## src/rtl/ptr_addr_gen.sv

```systemverilog
module ptr_addr_gen #(
  parameter int AW     = 16,
  parameter int DISP_W = 6,
  parameter int NPTR   = 3
) (
  input  logic                clk,
  input  logic                rst_n,
  input  logic                req_valid,
  input  logic [2:0]          mode,
  input  logic [1:0]          ptr_sel,
  input  logic [AW-1:0]       direct_addr,
  input  logic [DISP_W-1:0]   disp,
  input  logic [NPTR*AW-1:0]  ptr_bytes,
  output logic                addr_valid,
  output logic [AW-1:0]       eff_addr,
  output logic                wb_en,
  output logic [1:0]          wb_sel,
  output logic [AW-1:0]       wb_value,
  output logic                illegal
);

  localparam logic [2:0] M_DIRECT = 3'd0;
  localparam logic [2:0] M_IND    = 3'd1;
  localparam logic [2:0] M_DISP   = 3'd2;
  localparam logic [2:0] M_PREDEC = 3'd3;
  localparam logic [2:0] M_POSTIN = 3'd4;

  logic [AW-1:0] ptr [NPTR];

  for (genvar k = 0; k < NPTR; k++) begin : g_ptr
    assign ptr[k] = ptr_bytes[k*AW +: AW];
  end

  logic [AW-1:0] base;
  assign base = (ptr_sel < 2'(NPTR)) ? ptr[ptr_sel] : '0;

  logic bad_sel, bad;
  assign bad_sel = (ptr_sel >= 2'(NPTR));
  assign bad = (mode > M_POSTIN)
             || (mode != M_DIRECT && bad_sel)
             || (mode == M_DISP && ptr_sel == 2'd0);

  logic [AW-1:0] base_dec, base_inc, base_off;
  assign base_dec = base - AW'(1);
  assign base_inc = base + AW'(1);
  assign base_off = base + AW'(disp);

  logic [AW-1:0] nxt_addr, nxt_wbv;
  logic          nxt_wb;

  always_comb begin
    nxt_addr = '0;
    nxt_wbv  = '0;
    nxt_wb   = 1'b0;
    case (mode)
      M_DIRECT: nxt_addr = direct_addr;
      M_IND:    nxt_addr = base;
      M_DISP:   nxt_addr = base_off;
      M_PREDEC: begin nxt_addr = base_dec; nxt_wbv = base_dec; nxt_wb = 1'b1; end
      M_POSTIN: begin nxt_addr = base;     nxt_wbv = base_inc; nxt_wb = 1'b1; end
      default:  ;
    endcase
  end

  logic go;
  assign go = req_valid && !bad;

  always_ff @(posedge clk) begin
    if (!rst_n) begin
      addr_valid <= 1'b0;
      eff_addr   <= '0;
      wb_en      <= 1'b0;
      wb_sel     <= '0;
      wb_value   <= '0;
      illegal    <= 1'b0;
    end else begin
      addr_valid <= go;
      eff_addr   <= go ? nxt_addr : '0;
      wb_en      <= go && nxt_wb;
      wb_sel     <= (go && nxt_wb) ? ptr_sel : '0;
      wb_value   <= (go && nxt_wb) ? nxt_wbv : '0;
      illegal    <= req_valid && bad;
    end
  end


  idle_quiet_chk: assert property (@(posedge clk) disable iff (!rst_n)
    (addr_valid || wb_en || illegal) |-> $past(req_valid));


  illegal_excl_chk: assert property (@(posedge clk) disable iff (!rst_n)
    illegal |-> (!addr_valid && !wb_en));


  wb_has_addr_chk: assert property (@(posedge clk) disable iff (!rst_n)
    wb_en |-> addr_valid);


  wb_value_rel_chk: assert property (@(posedge clk) disable iff (!rst_n)
    wb_en |-> (wb_value == eff_addr || wb_value == eff_addr + AW'(1)));

endmodule

```

## config.mk

```make
export PLATFORM = sky130hd
export DESIGN_NAME = ptr_addr_gen
export DESIGN_NICKNAME = d
export VERILOG_FILES = /design/src/rtl/ptr_addr_gen.sv
export SDC_FILE = /design/constraint.sdc
export NUM_CORES = 1
export LEC_CHECK = 0
export BUFFER_PORTS_ARGS = -buffer_cell sky130_fd_sc_hd__buf_2
export CORE_MARGIN = 1
export CORE_UTILIZATION = 35
export CTS_CLUSTER_SIZE = 20
export DETAILED_ROUTE_END_ITERATION = 8
export GPL_TIMING_DRIVEN = 0
export REMOVE_ABC_BUFFERS = 1
export SLEW_MARGIN = 25
export SYNTH_ARGS = -nofsm -noshare
export SYNTH_HDL_FRONTEND = slang
export SYNTH_SLANG_ARGS = --single-unit
```

## constraint.sdc

```tcl
create_clock -name clk -period 3.75 [get_ports clk]
set_clock_uncertainty 0.15 [all_clocks]
set_input_delay 0.375 -clock clk [delete_from_list [all_inputs] [get_ports clk]]
set_output_delay 0.375 -clock clk [all_outputs]
set_load 0.005 [all_outputs]
```

==> impl_metrics.py, run 1 <==
metrics = {
    "run_status": {
        "status": "finished, violations left",
        "violations": "DRC",
    },
    "cells_and_area": {
        "layout-area-overhead-vs-synth_pct": 21.66,
        "nNetsFinal": 572,
        "drive_gt1_frac": 0.3299,
        "diodes": 0,
    },
    "clock_network": {
        "clock_sinks": 37,
        "cts-root-buf": "clkbuf_8",
        "cts_max_path_buffers": 2,
        "clk_pin_slew_ps": 80,
        "post_cts.repair.setup_buffers": 0,
        "hold_buffers": 0,
        "cts_tree": "done",
        "htreeDepth": 2,
        "cts_buffers": 5,
    },
    "power": {
        "p_leak_nw": 1.606,
        "vdd_drop_max_mv": 0.1649,
        "power_density_nw_per_um2": 279.7,
    },
    "synth": {
        "ys_seq_area_frac": 0.2290,
        "netlist_instances": 390,
        "synth_mux_area_frac": 0.07118,
        "synth_most_common_cell": "dfxtp_1",
        "synth_compound_area_frac": 0.2839,
        "async_reset_ff_frac": 0,
        "syn_avg_cell_area_um2": 8.293,
        "synth_area_um2": 3234,
        "synth-seq-cells": 37,
        "synth_simple_gate_area_share": 0.2368,
        "synth_ff_type": "dfxtp_1",
        "synth_top_family_by_area": "compound AO/OA/AOI/OAI gates",
        "netlist.top_cell.by_area": "dfxtp_1",
        "netlist_top_cells_area": "dfxtp_1 (23%), xnor2_1 (7.0%), mux2i_1 (5.9%)",
        "synth_top_area_frac": 0.2290,
        "synth-edff-count": 0,
        "ys_top_cells_by_count": "dfxtp_1 (37), nor2_1 (32), nand2_1 (27)",
        "synth_xor_area_frac": 0.08936,
        "synth_cell_type_count": 69,
        "yosysWarnings": 0,
        "synth_fa_ha_area_frac": 0.03482,
    },
    "placed_design": {
        "place_congestion": 0.8882,
        "io_buffers": 114,
        "hpwl_um": 7395,
    },
    "detailed_routing": {
        "routedWlPerCell_um": 17.30,
        "drt-total-wl_um": 10260,
        "num_vias": 3363,
        "route.detailed.drc": 9,
        "drt_iter0_drc": 202,
        "postRouteAntennaNets": 0,
        "routed_via_density": 5.671,
        "drtPass1Iterations": 7,
    },
    "global_route": {
        "grt_usage": 0.2118,
        "antenna_found_initial": 0,
        "grt.overflow.total": 0,
        "grt_pass1_vias": 3192,
        "busiest_layer": "met2",
        "grt_util_met3": 0.03651,
        "grt_pass1_wl_um": 16210,
        "use_met2": 0.3824,
        "grt_max_degree": 30,
        "use_met1": 0.2634,
    },
    "critical_path": {
        "critPathArrivalTime_ps": 3600,
        "path_max_fanout": 26,
        "cp.required_ps": 3830,
        "cp.buffers_inverters": 3,
        "crit_chain": "buf_4, nor2b_4, buf_6, a2bb2oi_2, inv_2, ha_1, and4b_1, a311oi_1, o21ai_0, nand2_1, or4_1, a31oi_1",
        "critPathLaunchType": "primary input",
        "crit_slowest_cell": "o21ai_0",
        "cp-end-kind": "register",
        "slowest_delay_ps": 500,
        "critPathTopFamily": "simple AND/OR/NAND/NOR gates",
        "worstSetupPathType": "primary input to register",
    },
    "floorplan": {
        "die_height_um": 98.13,
        "core_area_um2": 8848,
        "die_w_um": 98.13,
        "start_util": 0.3655,
        "num_rows": 34,
        "design.die.area_um2": 9630,
        "io_pins": 115,
    },
    "timing": {
        "hold_viol": 0,
        "drv_slew": 0,
        "rsz0062_at_grt": "no",
        "fmax_mhz": 283.7,
        "setup-tns-final_ps": 0,
        "finalCritPeriodShare": 0.9401,
        "fin_hold_ws_ps": 169.6,
        "period_minus_slack_ps": 3525,
        "worst_pin_slew_ps": 821.0,
        "slew_headroom": 0.4481,
        "finalSetupViolCount": 0,
    },
    "worst_hold_path": {
        "hp-class": "primary input to register",
    },
    "run": {
        "maxCapViolCount": 0,
    },
}
==> path summary, 6_finish.rpt <==
check,end,cells after the start,from
hold / removal,illegal,3,req_valid
setup / recovery,eff_addr[11],12,ptr_sel[0]
==> layout by cell type, fill, tap and decap left out, types with 3 or more instances in the layout <==
master     count
a211oi_1       5
a21o_1         3
a21oi_1       26
a221oi_1       4
a22oi_1       11
a2bb2oi_2      4
a31oi_1        3
and2_1         7
buf_2        112
clkbuf_8       6
dfxtp_1       37
ha_1           9
inv_1          4
inv_2          4
mux2i_1       19
nand2_1       27
nand3_1       12
nand3b_1       3
nand4_1        5
nor2_1        31
nor2b_1        8
nor3_1        11
nor4_1         4
o211ai_1       4
o21a_1         3
o21ai_0       12
o22a_1         4
o22ai_1       12
o2bb2ai_2      9
o32ai_1        3
xnor2_1       26
xor2_1         6
==> area by class of cell <==
class                           instances  area [um^2]
Multi-Input combinational cell        318         2352
Inverter                                8        30.03
Clock inverter                          1        7.507
Tap cell                              108        135.1
Clock buffer                            6        82.58
Timing Repair Buffer                  115        586.8
Fill cell                             913         4913
Sequential cell                        37        740.7
==> what timing repair did <==
action                                  in CTS  in global routing
endpoints found under the setup margin       3                  5
gates resized for setup                      2                  2
pin swaps                                    0                  0
gates cloned                                 0                  0
==> logic make-up (layout without fill, tap and decap cells) <==
group	after synthesis	count (layout)
and+or+nand+nor	134	134
AOI/OAI and AO/OA	120	120
DFF	37	37
buffers and inverters	35	130
xor gates and xnor gates	33	33
muxes	22	22
adders and majority gates	9	9
==> flip-flops by register name, indices dropped and copies added, names as in the netlist <==
signal and cells:
addr_valid 1, wb_value 16, wb_sel 2, illegal 1
eff_addr 16, wb_en 1
==> power breakdown <==
group	internal (mW)	leakage, nW	total [mW]	switching [mW]
clock network	0.146	0.0433	0.301	0.155
registers	0.401	0.299	0.402	0.00165
logic	0.161	1.26	0.397	0.236
==> tightest hold or removal path: cells and delay by family <==
kind / cells / cell delay, ps
buf+inv: 1 / 90
simple gates: 2 / 110
==> per-stage QoR <==
step / std cells / setup slack, ps / power, mW / util / cell area, um^2
6_report: 593 / 224.6 / 1.101 / 0.4447 / 3935
5_1_grt: 593 / 55.79 / 1.166 / 0.4447 / 3935
4_1_cts: 593 / 188.2 / 1.103 / 0.4420 / 3911
3_5_place_dp: 586 / -423.9 / 0.8001 / 0.4313 / 3816
3_3_place_gp: 585 / -1362 / 0.7939 / 0.4286 / 3792
2_1_floorplan: 363 / 209.7 / 0.6678 / - / 3087
==> per-layer routing <==
layer  up-vias  part of all wire
li1       1641                 -
met1      1580              0.43
met2       131              0.50
met3        11             0.067
met4         0            0.0089
met5         -                 0
(Power assumes the default switching activity.)
==> run 2: changes to the inputs <==
RECOVER_POWER = 50   (was default)
==> run 2 against run 1 <==
The run still ends with DRC left. Utilization fell by 0.20 points. Fmax barely moved. Clock power barely moved. Combinational power barely moved. Setup slack got worse by 0.96 ps. Sequential power barely moved. Flip-flop and latch count did not move. Global-route usage did not move. Clock-buffer cell count did not move. Non-clock buffer count did not move.
==> impl_metrics.py, run 2 (same netlist as run 1, synthesis figures left out) <==
metrics = {
    "timing": {
        "rsz0062_at_grt": "no",
        "worst_pin_slew_ps": 832.4,
        "drv_slew": 0,
        "finalCritPeriodShare": 0.9404,
        "hold_viol": 0,
        "fmax_mhz": 283.6,
        "period_minus_slack_ps": 3526,
        "finalSetupViolCount": 0,
        "setup-tns-final_ps": 0,
        "slew_headroom": 0.4405,
    },
    "floorplan": {
        "core_area_um2": 8848,
        "die_height_um": 98.13,
        "design.die.area_um2": 9630,
        "io_pins": 115,
        "num_rows": 34,
        "die_w_um": 98.13,
        "start_util": 0.3655,
    },
    "critical_path": {
        "worstSetupPathType": "primary input to register",
        "critPathTopFamily": "simple AND/OR/NAND/NOR gates",
        "slowest_delay_ps": 500,
        "cp.buffers_inverters": 3,
        "cp-end-kind": "register",
        "crit_chain": "buf_4, nor2b_4, buf_6, a2bb2oi_2, inv_2, ha_1, and4b_1, a311oi_1, o21ai_0, nand2_1, or4_1, a31oi_1",
        "crit_slowest_cell": "o21ai_0",
        "path_max_fanout": 26,
        "critPathArrivalTime_ps": 3610,
        "cp.required_ps": 3830,
        "critPathLaunchType": "primary input",
    },
    "clock_network": {
        "hold_buffers": 0,
        "htreeDepth": 2,
        "clock_sinks": 37,
        "cts_buffers": 5,
        "clk_pin_slew_ps": 80,
        "cts-root-buf": "clkbuf_8",
        "cts_tree": "done",
        "cts_max_path_buffers": 2,
    },
    "cells_and_area": {
        "largestRegisters": "eff_addr: 16 flops, wb_value: 16 flops, wb_sel: 2 flops",
        "drive_gt1_frac": 0.3010,
        "layout_commonest_cell": "buf_2",
        "diodes": 0,
        "layout-area-overhead-vs-synth_pct": 21.12,
        "final_cell_mix": "buf_2 (98), dfxtp_1 (37), nor2_1 (31)",
        "fin_util": 0.4427,
        "nNetsFinal": 572,
    },
    "detailed_routing": {
        "num_vias": 3370,
        "routedWlPerCell_um": 17.44,
        "drt_iter0_drc": 222,
        "route.detailed.drc": 9,
        "drt-total-wl_um": 10340,
        "drtPass1Iterations": 8,
        "routed_via_density": 5.683,
        "postRouteAntennaNets": 0,
    },
    "run_status": {
        "status": "finished, violations left",
        "violations": "DRC",
    },
    "global_route": {
        "antenna_found_initial": 0,
        "grt_usage": 0.2118,
        "grt_pass1_vias": 3192,
        "grt_pass1_wl_um": 16210,
        "grt_max_degree": 30,
        "grt.overflow.total": 0,
    },
    "power": {
        "p_leak_nw": 1.545,
        "power_density_nw_per_um2": 281.8,
        "vdd_drop_max_mv": 0.1659,
    },
    "placed_design": {
        "place_congestion": 0.8882,
        "hpwl_um": 7395,
        "io_buffers": 114,
    },
    "worst_hold_path": {
        "hp-class": "primary input to register",
    },
    "run": {
        "maxCapViolCount": 0,
    },
}
-- run 2: changes by cell type in the layout (fill, tap and decap cells not counted), sizes merged --
cell	change
buf	-14
clkbuf	+14
-- run 2: repair_timing --
item | CTS | global route
buffers inserted | 0 | 0
gates resized for setup | 2 | 2
cloned | 0 | 0
setup endpoints to repair | 3 | 5
-- run 2: cell type report --
| cell class | instances | area, um^2 |
|---|---|---|
| Multi-Input combinational cell | 318 | 2352 |
| Inverter | 8 | 30.03 |
| Clock buffer | 6 | 82.58 |
| Tap cell | 108 | 135.1 |
| Clock inverter | 1 | 7.507 |
| Sequential cell | 37 | 740.7 |
| Timing Repair Buffer | 115 | 569.3 |
| Fill cell | 917 | 4931 |
-- run 2: metrics by stage --
step                      area (um^2)  power (mW)  hold WS [ps]  cells  worst slack (ps)
after CTS                        3911       1.103         165.7    593             188.2
after global placement           3792      0.7939         487.1    585             -1362
after global routing             3918       1.166         184.7    593             55.79
after detailed placement         3816      0.8001         487.6    586            -423.9
final                            3918       1.104         165.1    593             223.7
after floorplan                  3087      0.6678         346.7    363             209.7
-- run 2: where the power goes --
group | switching, mW | internal (mW) | total, mW
Sequential | 0.00177 | 0.401 | 0.402
Clock | 0.158 | 0.146 | 0.304
Combinational | 0.238 | 0.160 | 0.398
Total | 0.398 | 0.707 | 1.10
-- run 2: per-layer routing --
layer,up-vias,wire length [um],global-route usage
met4,0,70,0.04248
met1,1567,4405,0.2634
met5,-,0,0
met2,150,5084,0.3824
met3,8,781,0.03651
li1,1645,-,-
-- run 2: final timing paths --
path                    from            to  slack, ps  cells after the start
setup / recovery  ptr_sel[0]  eff_addr[11]        220                     12
hold / removal     req_valid       illegal        170                      3
==> run 3: changes to the inputs <==
CELL_PAD_IN_SITES_DETAIL_PLACEMENT = 1   (was default)
CELL_PAD_IN_SITES_GLOBAL_PLACEMENT = 1   (was default)
CORE_UTILIZATION = 32   (was 35)
PLACE_DENSITY_LB_ADDON = 0.1   (was default)
==> run 3 against run 2 <==
The run now ends clean. Hold slack improved by 4.4 ps. Flip-flop and latch count unchanged. Via count increased by 1.8%. Final cell count increased by 4.9%. Power increased by 6.9%. Combinational power increased by 3%. Clock power increased by 22%. Wire length increased by 13%. Critical endpoint unchanged. Largest cell class unchanged.
==> impl_metrics.py, run 3 (same netlist as run 1, synthesis figures left out) <==
metrics = {
    "floorplan": {
        "design.die.area_um2": 10510,
        "num_rows": 36,
        "die_w_um": 102.5,
        "start_util": 0.3309,
        "io_pins": 115,
        "die_height_um": 102.5,
        "core_area_um2": 9774,
    },
    "timing": {
        "hold_viol": 0,
        "period_minus_slack_ps": 3537,
        "worst_pin_slew_ps": 838.0,
        "finalSetupViolCount": 0,
        "drv_slew": 0,
        "rsz0062_at_grt": "no",
        "slew_headroom": 0.4367,
        "setup_slack_ps": 213.0,
        "setup-tns-final_ps": 0,
        "finalCritPeriodShare": 0.9432,
        "fmax_mhz": 282.7,
        "fin_hold_ws_ps": 169.4,
    },
    "cells_and_area": {
        "fin_util": 0.4069,
        "diodes": 0,
        "fin_area_um2": 3978,
        "final_cell_mix": "buf_2 (86), dfxtp_1 (37), nor2_1 (31)",
        "drive_gt1_frac": 0.2822,
        "layout_commonest_cell": "buf_2",
        "layoutNonFillerInstCount": 622,
        "largestRegisters": "eff_addr: 16 flops, wb_value: 16 flops, wb_sel: 2 flops",
        "layout-area-overhead-vs-synth_pct": 22.98,
        "nNetsFinal": 575,
    },
    "critical_path": {
        "cp.required_ps": 3820,
        "path_max_fanout": 23,
        "cp-end-kind": "register",
        "critPathArrivalTime_ps": 3610,
        "worstSetupPathType": "primary input to register",
        "critPathLaunchType": "primary input",
    },
    "detailed_routing": {
        "drt-total-wl_um": 11730,
        "routedWlPerCell_um": 18.85,
        "route.detailed.drc": 0,
        "routed_via_density": 5.518,
        "drt_iter0_drc": 101,
        "postRouteAntennaNets": 0,
        "drtPass1Iterations": 4,
        "num_vias": 3432,
    },
    "run": {
        "maxCapViolCount": 0,
    },
    "global_route": {
        "antenna_found_initial": 0,
        "grt.overflow.total": 0,
        "busiest_layer": "met2",
        "grt_usage": 0.2324,
        "grt_max_degree": 30,
        "use_met1": 0.2864,
        "grt_pass1_vias": 3476,
        "grt_util_met3": 0.03322,
        "use_met2": 0.4190,
        "grt_pass1_wl_um": 18570,
    },
    "clock_network": {
        "clock_sinks": 37,
        "cts_buffers": 5,
        "cts-root-buf": "clkbuf_8",
        "cts_tree": "done",
        "hold_buffers": 0,
        "cts_max_path_buffers": 2,
        "clk_pin_slew_ps": 80,
        "htreeDepth": 2,
    },
    "power": {
        "p_leak_nw": 1.518,
        "vdd_drop_max_mv": 0.1490,
        "power_density_nw_per_um2": 296.8,
        "power.total_mw": 1.180,
    },
    "worst_hold_path": {
        "hp-class": "primary input to register",
    },
    "placed_design": {
        "dpl_worst_slack_ps": -611.8,
        "io_buffers": 114,
        "hpwl_um": 8400,
        "dpl_cell_area_um2": 3847,
        "place_congestion": 0.8054,
        "place_inst": 610,
    },
    "run_status": {
        "status": "completed",
    },
}
## run 3: cell count changes in the layout (fill, tap and decap cells not counted)
cell / previous run / this run
bufinv_16: 0 / 1
clkinv_4: 0 / 1
clkbuf_8: 6 / 5
buf_6: 1 / 0
buf_2: 98 / 86
clkbuf_1: 14 / 26
clkbuf_4: 0 / 2
buf_4: 2 / 4
## run 3: timing repair
item | CTS | global route
endpoints found under the setup margin | 7 | 10
resized for setup | 0 | 3
setup buffers | 4 | 0
## run 3: area by class of cell
class                   instances  area [um^2]
fillers                      1264         5797
multi-input cells             318         2352
flip-flops and latches         37        740.7
repair buffers                118        573.1
well taps                     133        166.4
clock buffers                   5        68.82
clock inverters                 3        46.29
inverters                       8        30.03
## run 3: where the power goes
part           switching (mW)  internal, mW  leakage [nW]
combinational           0.247         0.161          1.16
clock                   0.170         0.199        0.0543
sequential            0.00191         0.401         0.299
total                   0.419         0.762          1.52
## run 3: critical path, cell delays in order
cell	delay (ps)
clkbuf_4	400
mux2i_1	270
a2bb2oi_2	380
inv_2	170
ha_1	440
o21a_1	160
nor4_1	50
nor3_1	490
nand2_1	230
or4_1	450
a31oi_1	170
## run 3: final timing paths
check / start / to / cells after the start
worst max-delay path: ptr_sel[1] / eff_addr[11] / 11
worst min-delay path: req_valid / illegal / 3
## run 3: routing by layer
layer | share of wire | vias up | wire length (um)
met1 | 0.43 | 1677 | 4986
met2 | 0.51 | 82 | 6038
li1 | - | 1657 | -
met4 | 0.019 | 0 | 227
met3 | 0.041 | 16 | 475
met5 | 0 | - | 0
